## src/rtl/hz_tick_gen.sv

```systemverilog
module hz_tick_gen #(
  parameter int DIV_W      = 16,
  parameter int DEL_W      = 10,
  parameter int TRIM_TICKS = 1024,
  parameter logic [DIV_W-1:0] DIV_INIT = 16'h7FFF
) (
  input  logic        clk,
  input  logic        rst_n,
  input  logic        wr_en,
  input  logic [31:0] wr_data,
  output logic [31:0] rd_data,
  output logic        tick
);
  localparam int RSV_W = 31 - DIV_W - DEL_W;
  localparam int PW    = $clog2(TRIM_TICKS);

  logic             lock_q;
  logic [DEL_W-1:0] del_q;
  logic [DIV_W-1:0] div_q;
  logic [DIV_W-1:0] cnt_q;
  logic [DEL_W-1:0] skip_q;
  logic             skipping;
  logic [PW-1:0]    pcnt_q;
  logic             trim_now;

  assign rd_data  = {lock_q, {RSV_W{1'b0}}, del_q, div_q};
  assign tick     = !skipping && (cnt_q >= div_q);
  assign trim_now = tick && (pcnt_q == PW'(TRIM_TICKS - 1)) && (del_q != '0);

  always_ff @(posedge clk or negedge rst_n) begin
    if (!rst_n) begin
      lock_q <= 1'b0;
      del_q  <= '0;
      div_q  <= DIV_INIT;
    end else if (wr_en && !lock_q) begin
      lock_q <= wr_data[31];
      del_q  <= wr_data[DIV_W +: DEL_W];
      div_q  <= wr_data[DIV_W-1:0];
    end
  end

  always_ff @(posedge clk or negedge rst_n) begin
    if (!rst_n)
      pcnt_q <= '0;
    else if (tick)
      pcnt_q <= (pcnt_q == PW'(TRIM_TICKS - 1)) ? '0 : pcnt_q + 1'b1;
  end

  always_ff @(posedge clk or negedge rst_n) begin
    if (!rst_n) begin
      cnt_q    <= '0;
      skip_q   <= '0;
      skipping <= 1'b0;
    end else if (skipping) begin
      if (skip_q == '0) skipping <= 1'b0;
      else              skip_q   <= skip_q - 1'b1;
    end else if (trim_now) begin
      cnt_q    <= '0;
      skip_q   <= del_q - 1'b1;
      skipping <= 1'b1;
    end else if (tick) begin
      cnt_q <= '0;
    end else begin
      cnt_q <= cnt_q + 1'b1;
    end
  end
endmodule


```

## config.mk

```make
export PLATFORM = sky130hd
export DESIGN_NAME = hz_tick_gen
export DESIGN_NICKNAME = d
export VERILOG_FILES = /design/src/rtl/hz_tick_gen.sv
export SDC_FILE = /design/constraint.sdc
export NUM_CORES = 1
export LEC_CHECK = 0
export ABC_CLOCK_PERIOD_IN_PS = 3400
export BUFFER_PORTS_ARGS = -buffer_cell sky130_fd_sc_hd__buf_4
export CORE_UTILIZATION = 45
export CTS_BUF_LIST = sky130_fd_sc_hd__clkbuf_8 sky130_fd_sc_hd__clkbuf_16
export CTS_CLUSTER_DIAMETER = 100
export DETAILED_ROUTE_END_ITERATION = 8
export PLACE_DENSITY_LB_ADDON = 0.3
export SYNTH_ARGS = -nofsm -noshare
export SYNTH_HDL_FRONTEND = slang
export SYNTH_SLANG_ARGS = --single-unit
```

## constraint.sdc

```tcl
create_clock -name clk -period 3.4 [get_ports clk]
set_clock_uncertainty 0.15 [all_clocks]
set_input_delay 0.51 -clock clk [delete_from_list [all_inputs] [get_ports clk]]
set_output_delay 0.51 -clock clk [all_outputs]
set_load 0.005 [all_outputs]
```

After elaboration in Yosys (flattened, before gate mapping):

Cells that the tools add are included.

* input port bits: 35
* logic and storage cells: 33
* register bits after elaboration: 64

* muxes and demuxes: 9
* eq/ne operators: 2
* reduce and logical (&&, ||, !) cells: 10
* magnitude comparators: 1
* add/sub/neg operators: 4

Operators with widths (number)
* $mux W10: 4
* $mux W16: 2
* $sub A10 B1 Y10 const B: 2
* $add A16 B1 Y16 const B: 1
* $ge A16 B16 Y1: 1
* $add A10 B1 Y10 const B: 1
* $eq A10 B10 Y1 const B: 1
* $logic_not A10 Y1: 1
* $reduce_bool A10 Y1: 1
* $logic_and A1 B1 Y1: 4
* $mux W1: 3
* $logic_not A1 Y1: 2
* $ne A2 B2 Y1 const B: 1
* $reduce_and A2 Y1: 1
* $reduce_bool A2 Y1: 1

Logic depth before layout (Yosys ltp):

Gate-level depths: netlist (run 1).

* depth in word-level cells: 6
* depth in mapped cells: 10

Worst setup path after synthesis (run 1):

Ideal clock, no wire load.

* path type: register -> output
* start: register div_q[13]
* end: output port tick
* setup slack: 0.406 ns
* stages on the path, launching flop included: 8
* buffers on the path: 1
* arrival: 2.334 ns
* path through: dfstp_2 inv_1 ha_1 nand4_2 or4b_1 o32a_4 a21oi_4 buf_2

* cells in the longest elaborated chain, start to end: 2

RTL lines
* start, declared: RTL line 19 `logic [DIV_W-1:0] div_q;`
* start signal, assigned: RTL line 38 `div_q <= wr_data[DIV_W-1:0];`
* $ge A16 B16 Y1: RTL line 27 `assign tick = !skipping && (cnt_q >= div_q);`
* $logic_and A1 B1 Y1: RTL line 27
* end, declared: RTL line 12 `output logic tick`

Every way passes these cells.

Worst setup path in the final report (run 1):

Ends and elaborated chain as after synthesis.

==> results of run 1 <==
worst reg2reg max path, delay by kind of cell, from the launching register on:
| family | cells | cell delay, ns |
|---|---|---|
| compound gates | 3 | 0.80 |
| fa+ha+maj | 1 | 0.30 |
| simple gates | 3 | 0.83 |
| buf+inv | 2 | 0.27 |
| flops | 1 | 0.53 |
state kept, by name, indices dropped and copies added, names as in the netlist:
name	flops
cnt_q	16
div_q	16
del_q	10
pcnt_q	10
skip_q	10
lock_q	1
skipping	1
routing by layer:
metal / vias to the layer above / global-route usage / part of all wire
met5: - / 0 / 0
met4: 0 / 0.0728 / 0.015
met3: 10 / 0.0293 / 0.034
met2: 49 / 0.304 / 0.49
met1: 1361 / 0.237 / 0.46
li1: 1381 / - / -
synthesized netlist by cell type, drive strengths merged (2+ instances only):
cell type | number | share of area
inv | 25 | 0.026
nand2 | 35 | 0.037
o22ai | 2 | 0.0035
a21o | 5 | 0.011
and3 | 3 | 0.0067
nand3 | 10 | 0.014
a22oi | 6 | 0.013
o21a | 6 | 0.013
mux2 | 12 | 0.038
dfstp | 15 | 0.11
xor2 | 17 | 0.042
a2111oi | 2 | 0.0049
nor2 | 22 | 0.023
ha | 19 | 0.067
or2 | 3 | 0.0053
xnor2 | 10 | 0.025
or4 | 3 | 0.0063
a21oi | 14 | 0.027
a32o | 2 | 0.0056
nor4 | 6 | 0.012
nor3 | 15 | 0.021
mux2i | 4 | 0.011
o21ai | 24 | 0.034
buf | 10 | 0.019
nand4 | 9 | 0.019
clkbuf | 8 | 0.0088
dfrtp | 49 | 0.34
a31oi | 3 | 0.0053
nor3b | 2 | 0.0042
or3 | 4 | 0.0070
area by class of cell:
type | instances | area [um^2] | share of cell area
multi-input cells | 256 | 1760 | 0.413
flip-flops and latches | 64 | 1620 | 0.379
repair buffers | 64 | 480 | 0.112
clock buffers | 10 | 138 | 0.0322
well taps | 102 | 128 | 0.0298
inverters | 25 | 93.8 | 0.0219
clock inverters | 6 | 52.6 | 0.0123
kinds of logic after synthesis:
family | synth area share
AOI/OAI and AO/OA | 0.140
buffers and inverters | 0.0545
muxes | 0.0492
other | 0.00105
and+or+nand+nor | 0.167
adders and majority gates | 0.0668
DFF | 0.455
xor gates and xnor gates | 0.0664
report_power, final:
part           total (uW)  internal [uW]  switching [uW]
clock network         638            350             289
logic                 578            316             262
registers            1040            910             134
total                2260           1580             685
worst paths after layout:
path,endpoint,slack (ns)
min reg2reg,lock_q,0.35
max in group asynchronous,lock_q,2.45
max,tick,0.08
max reg2reg,pcnt_q[9],0.40
min in group clk,lock_q,0.23
min,cnt_q[12],0.1
metrics by stage:
step	instance area [um^2]	total power [uW]	setup slack [ns]	utilization	std cells
after floorplan	3580	1390	0.406	-	363
after global placement	4090	1620	0.444	0.532	511
after detailed placement	4090	1640	0.394	0.532	511
after CTS	4280	2290	0.0615	0.556	527
after global routing	4280	2420	0.00131	0.556	527
final	4280	2260	0.0825	0.556	527
==> summary.txt, run 1 <==
Status
  – Status: completed

Cells and area
  – Commonest non-fill, non-tap cell in the layout: buf_4
  – Layout cells sized above 1: 0.275
  – # diodes: 0
  – Layout area overhead: 20.1%
  – Filler cell count: roughly 680
  – Most frequent cells in the layout: buf_4, dfrtp_1, nand2_1
  – Final nets: roughly 470

Routing
  – Post-route DRC violation count: 0
  – Post-Route WL: between 6 and 7 mm
  – WL/cell: approximately 13 um
  – DRT antenna net count: 0
  – TritonRoute pass-1 iters: 4
  – Vias per std cell: about 5.3
  – DR vias: between 2000 and 3000
  – Number of DRC markers in iteration 0: between 80 and 90

Place
  – HPWL after DPL: around 5.0 mm
  – GPL Wtd Cong: approximately 0.84
  – Buffers added on ports: 57

Global route
  – Global-route wire length before repair: 12.2 mm
  – Total Routing Usage GR: 0.182
  – Antenna violations before repair: 0
  – Vias in the first global route: around 2700
  – Largest net degree at the start of global routing: 65
  – GRT Residual Overflow: 0

Setup path
  – Nature of the critical path startpoint: flip-flop
  – Buffers and inverters on the worst path: 2
  – Cell family with most CP delay: simple AND/OR/NAND/NOR gates
  – Crit path depth: 7
  – Crit path cell chain: inv_1 -> ha_1 -> nand4_2 -> or4b_1 -> o32a_4 -> a21oi_4 -> buf_4
  – CP arrival: around 2.7 ns
  – Crit path kind: reg -> out
  – Req. time, crit path: 2.74 ns
  – CP peak stage delay: ~0.56 ns
  – RR Startpoint: div_q[13]
  – Critical Path End Type: primary output
  – CP max FO: 6
  – Worst path slowest cell: or4b_1
  – Crit. Startpoint: div_q[13]
  – Worst r2r path cells: 9

Clocking
  – Root Buffer: clkbuf_8
  – CTS buffer count: 9
  – Reg clk slew, reported paths: about 0.070 ns
  – Post-cts resize count: 0
  – CTS tree: built
  – CTS Sinks: between 60 and 70
  – H-tree Lvls: 3
  – Worst skew pair latency: 0.34 ns
  – Bufs on Longest Clock Path: 2
  – Post-CTS setup buffers: 0
  – Hold-fix buffers at CTS: 0

Timing
  – Rel. slew slack: 0.461
  – Max Clk Rate: between 300 and 400 MHz
  – RSZ-0062 raised after global routing: false
  – Slew @ Worst Pin: ~0.81 ns
  – Hold WS: around 0.099 ns
  – Final Setup Violations: 0
  – Sum Neg Setup Slack: 0 ns
  – Final Max Slew Viols: 0
  – Final Hold Fails: 0
  – Minimum clock period: between 3 and 4 ns
  – Final worst-path cycle share: 0.976

Logic synthesis
  – Netlist cell types: 55
  – YS warnings: 0
  – Cell Area, Synth: between 0.003 and 0.004 mm^2
  – Post-synthesis sequential area ratio: 0.455
  – Main flop type after synthesis: dfrtp_1
  – Post-synthesis instance total: between 300 and 400
  – EDFF count, synth: 0
  – FF+latch count, synth: 64
  – Synth Area per Inst: 9.92 um^2
  – FFs w/ async S/R, synth: 1.00

Die
  – Core Area: 0.00769 mm^2
  – Initial Util: 0.463
  – Total die area: 0.00827 mm^2
  – Die Span Y: around 90 um
  – Die X-Extent: 91.0 um
  – Ports: 68
  – Cell Rows: 32

Power and ir drop
  – Leak: 0.00195 uW
  – Max IR drop VDD: about 240 uV
  – PwrDens: ~530 mW/mm^2

Flow run
  – Maxcap violations: 0

Worst hold path
  – Hold Crit Class: in -> async
Note: power is estimated with default switching activity, not from simulation.
==> run 2: changes to the inputs <==
- ABC_CLOCK_PERIOD_IN_PS: 3400 -> 3100
- CELL_PAD_IN_SITES_DETAIL_PLACEMENT: not set -> 2
- CELL_PAD_IN_SITES_GLOBAL_PLACEMENT: not set -> 2
- CORE_UTILIZATION: 45 -> 35
- SLEW_MARGIN: not set -> 20
- clock period: 3.4 -> 3.1 ns (I/O delays scaled with it)
==> run 2 against run 1 <==
  * The run now ends with negative setup slack left
  * Worst setup slack worse by 0.14 ns
  * Cell count is 7.0% higher
  * Design area is 5.6% higher
  * Combinational power is 35% higher
  * Sequential cell count stayed put
  * Sequential power is 13% higher
  * First-iteration DRC count is 75% lower
  * Die area is 28% higher
  * Core utilization is 9.6 points lower
  * Non-clock buffer count is 6 higher
==> summary.txt, run 2 (synthesized netlist as in run 1, its figures left out) <==
Status
  – Status: finished with violations
  – Failing checks: negative setup slack

Global route
  – Total Routing Usage GR: 0.215
  – GRT Residual Overflow: 0
  – Largest net degree at the start of global routing: 65
  – Vias in the first global route: ~3200
  – Global-route wire length before repair: 16.7 mm
  – Antenna violations before repair: 0

Die
  – Total die area: between 0.01 and 0.015 mm^2
  – Cell Rows: 36
  – Core Area: a little under 0.01 mm^2
  – Die X-Extent: slightly above 100 um
  – Ports: ~70
  – Die Span Y: ~100 um
  – Initial Util: 0.363

Cells and area
  – Layout cells sized above 1: 0.323
  – Layout area overhead: 26.9%
  – # diodes: 0
  – FF/Latch Area: between 0.0015 and 0.002 mm^2
  – Filler cell count: around 1100
  – Commonest non-fill, non-tap cell in the layout: buf_4
  – Finished Layout Cells: roughly 560
  – Final core utilization: 0.460
  – Final nets: between 400 and 500
  – Most frequent cells in the layout: buf_4, dfrtp_1, nand2_1
  – Top Registers: cnt_q (16), div_q (16)
  – Multi-input gate area: 0.00188 mm^2

Routing
  – Vias per std cell: around 5.2
  – Post-Route WL: a little over 10 mm
  – Post-route DRC violation count: 0
  – Number of DRC markers in iteration 0: 22
  – DRT antenna net count: 0
  – WL/cell: ~18 um
  – TritonRoute pass-1 iters: 4
  – DR vias: ~3000

Setup path
  – Crit path kind: reg -> out
  – Nature of the critical path startpoint: flip-flop
  – CP max FO: 2
  – Req. time, crit path: 2.48 ns
  – Critical Path End Type: primary output
  – CP arrival: approximately 2.5 ns

Timing
  – Final Max Slew Viols: 0
  – Final Hold Fails: 0
  – Minimum clock period: approximately 3.2 ns
  – RSZ-0062 raised after global routing: true
  – Max Clk Rate: 317 MHz
  – Final Setup Violations: 1
  – Final worst-path cycle share: 1.02
  – Worst Slack Setup Final: -0.0572 ns
  – Slew @ Worst Pin: 0.833 ns
  – Rel. slew slack: 0.445

Clocking
  – Reg clk slew, reported paths: around 0.070 ns
  – Worst skew pair latency: about 0.36 ns
  – CTS Sinks: 64
  – Bufs on Longest Clock Path: 2
  – CTS tree: built
  – Root Buffer: clkbuf_8
  – H-tree Lvls: 3
  – CTS buffer count: 9

Flow run
  – Maxcap violations: 0

Place
  – Cells after DPL: 543
  – Post-Place Worst Slack: about 0.11 ns
  – GPL Wtd Cong: 0.744
  – Buffers added on ports: 57
  – HPWL after DPL: 6.76 mm

Power and ir drop
  – Max IR drop VDD: between 200 and 300 uV
  – Design Power: between 2000 and 3000 uW
  – PwrDens: 607 mW/mm^2
  – Leak: between 0.0015 and 0.002 uW

Worst hold path
  – Hold Crit Class: in -> async
-- run 2: cell types whose count changed in the layout (fill, tap and decap cells not counted), moves of 2 or more --
cell,delta
ha_1,-8
ha_4,+8
inv_1,-7
inv_2,+6
buf_4,+4
clkbuf_8,+3
clkinv_2,-2
-- run 2: worst paths after layout --
kind	endpoint	from	slack (ns)	cells after the start
setup / recovery	tick	div_q[14]	-0.06	7
hold / removal	lock_q	rst_n	0.06	1
setup reg to reg	pcnt_q[9]	div_q[14]	0.13	10
hold reg to reg	lock_q	lock_q	0.36	1
max in group asynchronous	pcnt_q[2]	rst_n	2.21	1
min in group clk	lock_q	wr_data[31]	0.16	2
-- run 2: power breakdown --
group	total, uW	switching (uW)	internal [uW]
clock	795	340	455
combinational	781	371	411
sequential	1170	168	999
total	2740	879	1870
-- run 2: per-stage QoR --
step | hold WS [ns] | TNS [ns] | instance area, um^2
detailed placement | 0.342 | 0 | 4150
CTS | 0.0779 | -0.0773 | 4510
global route | 0.107 | -0.157 | 4520
floorplan | 0.0194 | 0 | 3580
global placement | 0.326 | 0 | 4150
finish | 0.0599 | -0.0572 | 4520
-- run 2: critical path, stage by stage, from the launching register on --
cell,delay [ns]
dfstp_2,0.54
inv_2,0.05
ha_4,0.27
nand4_4,0.11
or4b_4,0.56
o32a_4,0.35
a21oi_4,0.17
buf_6,0.12
-- run 2: layout make-up --
cell class / instances / share of cell area
repair buffers: 70 / 0.120
multi-input cells: 256 / 0.416
clock buffers: 13 / 0.0396
clock inverters: 3 / 0.00858
inverters: 25 / 0.0208
well taps: 133 / 0.0368
flip-flops and latches: 64 / 0.359
-- run 2: what timing repair did --
item / CTS / global route
setup buffers: 4 / 1
endpoints found under the setup margin: 1 / 4
resized for setup: 16 / 2
hold buffers: 0 / 0
pin swaps: 13 / 8
cloned: 0 / 0
-- run 2: routing by layer --
metal / track usage / wire length [um] / part of all wire / vias to the layer above
met1: 0.256 / 4400 / 0.42 / 1494
met4: 0.0856 / 170 / 0.016 / 0
met2: 0.381 / 5460 / 0.53 / 56
met5: 0 / 0 / 0 / -
li1: - / - / - / 1394
met3: 0.0441 / 354 / 0.034 / 13
